--- config.mk ---
export PLATFORM = sky130hd
export DESIGN_NAME = seg_ea_gen
export DESIGN_NICKNAME = d
export VERILOG_FILES = /design/src/rtl/sea_pkg.sv /design/src/rtl/sea_addend_sel.sv /design/src/rtl/sea_offset_sum.sv /design/src/rtl/sea_seg_pick.sv /design/src/rtl/sea_phys_sum.sv /design/src/rtl/seg_ea_gen.sv
export SDC_FILE = /design/constraint.sdc
export NUM_CORES = 1
export LEC_CHECK = 0
export ABC_AREA = 1
export BUFFER_PORTS_ARGS = -buffer_cell sky130_fd_sc_hd__buf_2
export CAP_MARGIN = 20
export CORE_MARGIN = 3
export CORE_UTILIZATION = 45
export DETAILED_ROUTE_END_ITERATION = 10
export HOLD_SLACK_MARGIN = 0.12
export PLACE_DENSITY = 0.85
export SYNTH_ARGS = -nofsm -noshare
export SYNTH_HDL_FRONTEND = slang
export SYNTH_SLANG_ARGS = --single-unit
--- constraint.sdc ---
create_clock -name clk_i -period 1.4 [get_ports clk_i]
set_input_delay 0.14 -clock clk_i [delete_from_list [all_inputs] [get_ports clk_i]]
set_output_delay 0.14 -clock clk_i [all_outputs]
set_load 0.01 [all_outputs]
--- src/rtl/sea_pkg.sv ---
package sea_pkg;
  typedef enum logic [2:0] {
    MODE_DIRECT  = 3'd0,
    MODE_REG     = 3'd1,
    MODE_REG_DSP = 3'd2,
    MODE_BI      = 3'd3,
    MODE_BI_DSP  = 3'd4
  } sea_mode_e;

  typedef enum logic [1:0] {
    SEG_ES = 2'd0,
    SEG_CS = 2'd1,
    SEG_SS = 2'd2,
    SEG_DS = 2'd3
  } sea_seg_e;

  typedef enum logic [1:0] {
    RSEL_BX = 2'd0,
    RSEL_BP = 2'd1,
    RSEL_SI = 2'd2,
    RSEL_DI = 2'd3
  } sea_rsel_e;

  localparam int unsigned DISP_SHORT_W = 8;
endpackage

--- src/rtl/sea_addend_sel.sv ---
module sea_addend_sel
  import sea_pkg::*;
#(
  parameter int unsigned OFS_W = 16
) (
  input  logic [2:0]       mode_i,
  input  logic [1:0]       reg_sel_i,
  input  logic             base_sel_i,
  input  logic             idx_sel_i,
  input  logic             disp_wide_i,
  input  logic [OFS_W-1:0] disp_i,
  input  logic [OFS_W-1:0] bx_i,
  input  logic [OFS_W-1:0] bp_i,
  input  logic [OFS_W-1:0] si_i,
  input  logic [OFS_W-1:0] di_i,
  input  logic             str_dst_i,
  output logic [OFS_W-1:0] term_a_o,
  output logic [OFS_W-1:0] term_b_o,
  output logic [OFS_W-1:0] term_c_o,
  output logic             bp_used_o
);
  localparam int unsigned EXT_W = OFS_W - DISP_SHORT_W;

  logic [OFS_W-1:0] disp_ext;
  logic [OFS_W-1:0] single_reg;
  logic [OFS_W-1:0] base_reg;
  logic [OFS_W-1:0] idx_reg;

  assign disp_ext = disp_wide_i ? disp_i
                  : {{EXT_W{disp_i[DISP_SHORT_W-1]}}, disp_i[DISP_SHORT_W-1:0]};
  assign base_reg = base_sel_i ? bp_i : bx_i;
  assign idx_reg  = idx_sel_i  ? di_i : si_i;

  always_comb begin
    unique case (sea_rsel_e'(reg_sel_i))
      RSEL_BX: single_reg = bx_i;
      RSEL_BP: single_reg = bp_i;
      RSEL_SI: single_reg = si_i;
      default: single_reg = di_i;
    endcase
  end

  always_comb begin
    term_a_o  = '0;
    term_b_o  = '0;
    term_c_o  = '0;
    bp_used_o = 1'b0;
    if (str_dst_i) begin
      term_a_o = di_i;
    end else begin
      case (mode_i)
        MODE_REG: begin
          term_a_o  = single_reg;
          bp_used_o = (reg_sel_i == RSEL_BP);
        end
        MODE_REG_DSP: begin
          term_a_o  = single_reg;
          term_c_o  = disp_ext;
          bp_used_o = (reg_sel_i == RSEL_BP);
        end
        MODE_BI: begin
          term_a_o  = base_reg;
          term_b_o  = idx_reg;
          bp_used_o = base_sel_i;
        end
        MODE_BI_DSP: begin
          term_a_o  = base_reg;
          term_b_o  = idx_reg;
          term_c_o  = disp_ext;
          bp_used_o = base_sel_i;
        end
        // direct and unused codes: full-width offset from the instruction
        default: term_c_o = disp_i;
      endcase
    end
  end
endmodule

--- src/rtl/sea_offset_sum.sv ---
module sea_offset_sum #(
  parameter int unsigned OFS_W = 16
) (
  input  logic [OFS_W-1:0] term_a_i,
  input  logic [OFS_W-1:0] term_b_i,
  input  logic [OFS_W-1:0] term_c_i,
  output logic [OFS_W-1:0] ofs_o
);
  // carries beyond OFS_W are dropped
  assign ofs_o = term_a_i + term_b_i + term_c_i;
endmodule

--- src/rtl/sea_seg_pick.sv ---
module sea_seg_pick
  import sea_pkg::*;
#(
  parameter int unsigned OFS_W = 16
) (
  input  logic             str_dst_i,
  input  logic             ovr_en_i,
  input  logic [1:0]       ovr_seg_i,
  input  logic             bp_used_i,
  input  logic [OFS_W-1:0] es_i,
  input  logic [OFS_W-1:0] cs_i,
  input  logic [OFS_W-1:0] ss_i,
  input  logic [OFS_W-1:0] ds_i,
  output logic [1:0]       seg_id_o,
  output logic [OFS_W-1:0] seg_o
);
  always_comb begin
    if (str_dst_i)      seg_id_o = SEG_ES;
    else if (ovr_en_i)  seg_id_o = ovr_seg_i;
    else if (bp_used_i) seg_id_o = SEG_SS;
    else                seg_id_o = SEG_DS;
  end

  always_comb begin
    unique case (sea_seg_e'(seg_id_o))
      SEG_ES:  seg_o = es_i;
      SEG_CS:  seg_o = cs_i;
      SEG_SS:  seg_o = ss_i;
      default: seg_o = ds_i;
    endcase
  end
endmodule

--- src/rtl/sea_phys_sum.sv ---
module sea_phys_sum #(
  parameter int unsigned OFS_W     = 16,
  parameter int unsigned SEG_SHIFT = 4
) (
  input  logic [OFS_W-1:0]           seg_i,
  input  logic [OFS_W-1:0]           ofs_i,
  output logic [OFS_W+SEG_SHIFT-1:0] pa_o
);
  localparam int unsigned PA_W = OFS_W + SEG_SHIFT;

  logic [PA_W-1:0] seg_sh;
  logic [PA_W-1:0] ofs_z;

  assign seg_sh = {seg_i, {SEG_SHIFT{1'b0}}};
  assign ofs_z  = {{SEG_SHIFT{1'b0}}, ofs_i};
  assign pa_o   = seg_sh + ofs_z;
endmodule

--- src/rtl/seg_ea_gen.sv ---
module seg_ea_gen #(
  parameter int unsigned OFS_W     = 16,
  parameter int unsigned SEG_SHIFT = 4,
  parameter bit          PIPE      = 1'b1
) (
  input  logic                       clk_i,
  input  logic                       rst_ni,
  input  logic                       valid_i,
  input  logic [2:0]                 mode_i,
  input  logic [1:0]                 reg_sel_i,
  input  logic                       base_sel_i,
  input  logic                       idx_sel_i,
  input  logic                       disp_wide_i,
  input  logic [OFS_W-1:0]           disp_i,
  input  logic [OFS_W-1:0]           bx_i,
  input  logic [OFS_W-1:0]           bp_i,
  input  logic [OFS_W-1:0]           si_i,
  input  logic [OFS_W-1:0]           di_i,
  input  logic [OFS_W-1:0]           es_i,
  input  logic [OFS_W-1:0]           cs_i,
  input  logic [OFS_W-1:0]           ss_i,
  input  logic [OFS_W-1:0]           ds_i,
  input  logic                       str_dst_i,
  input  logic                       ovr_en_i,
  input  logic [1:0]                 ovr_seg_i,
  output logic                       valid_o,
  output logic [OFS_W-1:0]           ofs_o,
  output logic [1:0]                 seg_id_o,
  output logic [OFS_W-1:0]           seg_o,
  output logic [OFS_W+SEG_SHIFT-1:0] pa_o
);
  localparam int unsigned PA_W = OFS_W + SEG_SHIFT;

  logic [OFS_W-1:0] term_a, term_b, term_c;
  logic             bp_used;
  logic [OFS_W-1:0] ofs_d;
  logic [1:0]       seg_id_d;
  logic [OFS_W-1:0] seg_d;
  logic [PA_W-1:0]  pa_d;

  sea_addend_sel #(.OFS_W(OFS_W)) u_addend (
    .mode_i      (mode_i),
    .reg_sel_i   (reg_sel_i),
    .base_sel_i  (base_sel_i),
    .idx_sel_i   (idx_sel_i),
    .disp_wide_i (disp_wide_i),
    .disp_i      (disp_i),
    .bx_i        (bx_i),
    .bp_i        (bp_i),
    .si_i        (si_i),
    .di_i        (di_i),
    .str_dst_i   (str_dst_i),
    .term_a_o    (term_a),
    .term_b_o    (term_b),
    .term_c_o    (term_c),
    .bp_used_o   (bp_used)
  );

  sea_offset_sum #(.OFS_W(OFS_W)) u_ofs (
    .term_a_i (term_a),
    .term_b_i (term_b),
    .term_c_i (term_c),
    .ofs_o    (ofs_d)
  );

  sea_seg_pick #(.OFS_W(OFS_W)) u_seg (
    .str_dst_i (str_dst_i),
    .ovr_en_i  (ovr_en_i),
    .ovr_seg_i (ovr_seg_i),
    .bp_used_i (bp_used),
    .es_i      (es_i),
    .cs_i      (cs_i),
    .ss_i      (ss_i),
    .ds_i      (ds_i),
    .seg_id_o  (seg_id_d),
    .seg_o     (seg_d)
  );

  sea_phys_sum #(.OFS_W(OFS_W), .SEG_SHIFT(SEG_SHIFT)) u_pa (
    .seg_i (seg_d),
    .ofs_i (ofs_d),
    .pa_o  (pa_d)
  );

  generate
    if (PIPE) begin : g_reg
      always_ff @(posedge clk_i or negedge rst_ni) begin
        if (!rst_ni) begin
          valid_o  <= 1'b0;
          ofs_o    <= '0;
          seg_id_o <= '0;
          seg_o    <= '0;
          pa_o     <= '0;
        end else begin
          valid_o <= valid_i;
          if (valid_i) begin
            ofs_o    <= ofs_d;
            seg_id_o <= seg_id_d;
            seg_o    <= seg_d;
            pa_o     <= pa_d;
          end
        end
      end
    end else begin : g_comb
      assign valid_o  = valid_i;
      assign ofs_o    = ofs_d;
      assign seg_id_o = seg_id_d;
      assign seg_o    = seg_d;
      assign pa_o     = pa_d;
    end
  endgenerate
endmodule


==> results.sh <==
export IMPL_clock_skew_ps=0
export IMPL_rsz0062_at_grt="yes"
export IMPL_drcViolationCount=0
export IMPL_finalSetupViolCount=48
export IMPL_regToRegEndpoint="pa_o[19]"
export IMPL_io_pins=214
export IMPL_grt_util_met3_pct=4.32
export IMPL_clk_pin_slew_worst_paths_ps=70
export IMPL_numClockSinks=51
export IMPL_grtUsageMet2_pct=57.3
export IMPL_slew_headroom_pct=64.7
export IMPL_synthToLayoutAreaGrowth_pct=82.6
export IMPL_synth_top_family_by_area="simple AND/OR/NAND/NOR gates"
export IMPL_finalHoldViolCount=0
export IMPL_rows=39
export IMPL_end_kind="register"
export IMPL_grt_pass1_vias=7191
export IMPL_routedWlPerCell_um=20.4
export IMPL_holdPathEnd="seg_o[10]"
export IMPL_syn_avg_cell_area_um2=6.80
export IMPL_synth_simple_area_share_pct=29.4
export IMPL_synth_adder_area_share_pct=11.8
export IMPL_cp_common_cell="nand2_1"
export IMPL_power_mw=12.8
export IMPL_rrSetupSlack_ps=500
export IMPL_grt_pass1_wl_um=33800
export IMPL_die_h_um=117
export IMPL_cts_buffer_depth=2
export IMPL_drive_gt1_share_pct=57.3
export IMPL_worstPathArrival_ps=4460
export IMPL_cts_made_buffers=5
export IMPL_root_buffer="clkbuf_16"
export IMPL_grt_ovfl_total=0
export IMPL_grt_util_met1_pct=34.4
export IMPL_wl_um=27700
export IMPL_path_max_fanout=6
export IMPL_cts_tree="yes"
export IMPL_power_leakage_nw=5.12
export IMPL_synth_nets=1016
export IMPL_ys_ff_latch=51
export IMPL_mostFrequentLayoutCells="buf_2, nand2_1, buf_4"
export IMPL_die_area_um2=13700
export IMPL_antenna_left=0
export IMPL_synth_top_cell_by_area="dfrtp_1"
export IMPL_synth_xor_area_share_pct=2.69
export IMPL_slew_violations=0
export IMPL_hold_depth=3
export IMPL_worstMarginPinSlew_ps=529
export IMPL_first_pass_iters=5
export IMPL_synthCells=815
export IMPL_grtUsageTotal_pct=31.0
export IMPL_rr_worst_depth=3
export IMPL_whs_ps=162
export IMPL_core_area_um2=11700
export IMPL_synthMuxAreaShare_pct=3.12
export IMPL_fmax_mhz=236
export IMPL_clk_latency_ps=300
export IMPL_outcome="finished, violations left"
export IMPL_hp_class="input port to register"
export IMPL_hp_start="ds_i[10]"
export IMPL_yosys_top_cells_area="dfrtp_1, nand2_1, o21ai_0"
export IMPL_die_w_um=117
export IMPL_nets=1413
export IMPL_ys_flop_type="dfrtp_1"
export IMPL_antenna_found_initial=0
export IMPL_critPathRequiredTime_ps=1620
export IMPL_h_tree_depth=2
export IMPL_synth_area_um2=5540
export IMPL_synth_edf_count=0
export IMPL_ys_types=44
export IMPL_seq_area_frac_synth_pct=23.0
export IMPL_dr_total_vias=8015
export IMPL_initialDrtViolationCount=814
export IMPL_violations="setup timing"
export IMPL_synth_top_area_share_pct=23.0
export IMPL_slowest_delay_ps=540
export IMPL_worst_slack_ps=-2840
export IMPL_critPathSlowestCell="fa_1"
export IMPL_fill_cells=582
export IMPL_grt_busiest_layer="met2"
export IMPL_io_buffers=213
export IMPL_period_needed_ps=4240
export IMPL_start_util_pct=47.3
export IMPL_insertedDiodeCount=0
export IMPL_synth_compound_area_share_pct=20.0
export IMPL_dpl_hpwl_um=15300
export IMPL_yosysWarnings=0
export IMPL_vdd_ir_drop_worst_uv=915
export IMPL_start_kind="input port"
export IMPL_cap_viol_max_count=0
export IMPL_timing_rr_start="pa_o[19]"
export IMPL_viasPerCell=5.91
export IMPL_fin_cells=1356
export IMPL_grt_max_degree=76
export IMPL_crit_type="input port to register"
export IMPL_min_period_over_period_pct=303
export IMPL_cellPowerDensity_nw_per_um2=1270
export IMPL_async_reset_ff_share_pct=100
export IMPL_placedCellCount=1271
export IMPL_finalWeightedCongestion=0.921
export IMPL_final_common_cell="buf_2"
flip-flops by register name (all words and copies together) (netlist names):
signal,cells
seg_id_o,2
seg_o,16
valid_o,1
pa_o,16
ofs_o,16
power by group:
| part | switching (mW) | internal, mW | total (mW) |
|---|---|---|---|
| logic | 4.99 | 4.14 | 9.13 |
| clock network | 0.632 | 0.856 | 1.49 |
| registers | 0.299 | 1.91 | 2.21 |
| total | 5.93 | 6.90 | 12.8 |
synth_stat cells (6+ instances only):
master	instances
xor2_1	12
nand3_1	56
inv_2	8
o21ai_0	87
mux2i_1	15
nand2_2	10
nand2_1	230
inv_1	90
o211ai_1	47
dfrtp_1	51
nand3_2	7
a31oi_1	7
a21oi_1	26
nor2_1	43
ha_1	25
fa_1	17
buf_4	6
clkbuf_1	21
per-layer routing:
metal | routed length [um] | vias up | share of wire (%)
met1 | 9350 | 3708 | 34
met2 | 13700 | 600 | 49
met4 | 2090 | 0 | 7.6
met5 | 0 | - | 0
met3 | 2550 | 189 | 9.2
li1 | - | 3518 | -
worst max-delay path, delay by kind of cell:
kind	cells	cell delay, ps
AOI/OAI and AO/OA	6	670
xor gates and xnor gates	1	270
adders and majority gates	3	1180
buffers and inverters	7	690
and+or+nand+nor	13	1490
worst max path at each step:
| stage | start | end | slack, ps | cells past startpoint |
|---|---|---|---|---|
| final | mode_i[1] | pa_o[15] | -2840 | 30 |
| after global routing | mode_i[1] | pa_o[15] | -3010 | 30 |
| after CTS | mode_i[0] | pa_o[18] | -2370 | 27 |
| after detailed placement | reg_sel_i[1] | pa_o[19] | -2830 | 27 |
| after global placement | reg_sel_i[0] | pa_o[17] | -2760 | 29 |
| after floorplan | reg_sel_i[1] | pa_o[18] | -2370 | 28 |
kinds of logic (layout without fill, tap and decap cells):
logic type                 count (synthesis)  count (layout)
buffers and inverters                    137             532
DFF                                       51              51
AOI/OAI and AO/OA                        185             185
muxes                                     17              17
adders and majority gates                 42              42
and+or+nand+nor                          366             369
xor gates and xnor gates                  17              17
layout make-up:
type | count | area [um2] | area share [%]
multi-input combinational | 630 | 5030 | 49.8
timing repair buffer | 425 | 3040 | 30.0
sequential | 51 | 1280 | 12.6
inverter | 99 | 418 | 4.13
tap | 143 | 179 | 1.77
clock buffer | 5 | 125 | 1.24
clock inverter | 3 | 47.5 | 0.470
repair_timing:
action / in CTS / in global routing
gates cloned: 5 / 0
hold buffers: 1 / 0
pin swaps: 59 / 118
endpoints found under the setup margin: 48 / 48
gates resized for setup: 122 / 210
hold endpoints to repair: 20 / 0
buffers inserted: 39 / 46
through the flow:
step	area (um2)	utilization, %	TNS (ps)	worst slack (ps)
6_report	10100	86.4	-65300	-2840
2_1_floorplan	5890	-	-51310	-2370
3_3_place_gp	8020	68.4	-71390	-2760
5_1_grt	10100	86.4	-70390	-3010
4_1_cts	9060	77.4	-55870	-2370
3_5_place_dp	8020	68.4	-74100	-2830
Power figures use the tool's default switching activity.
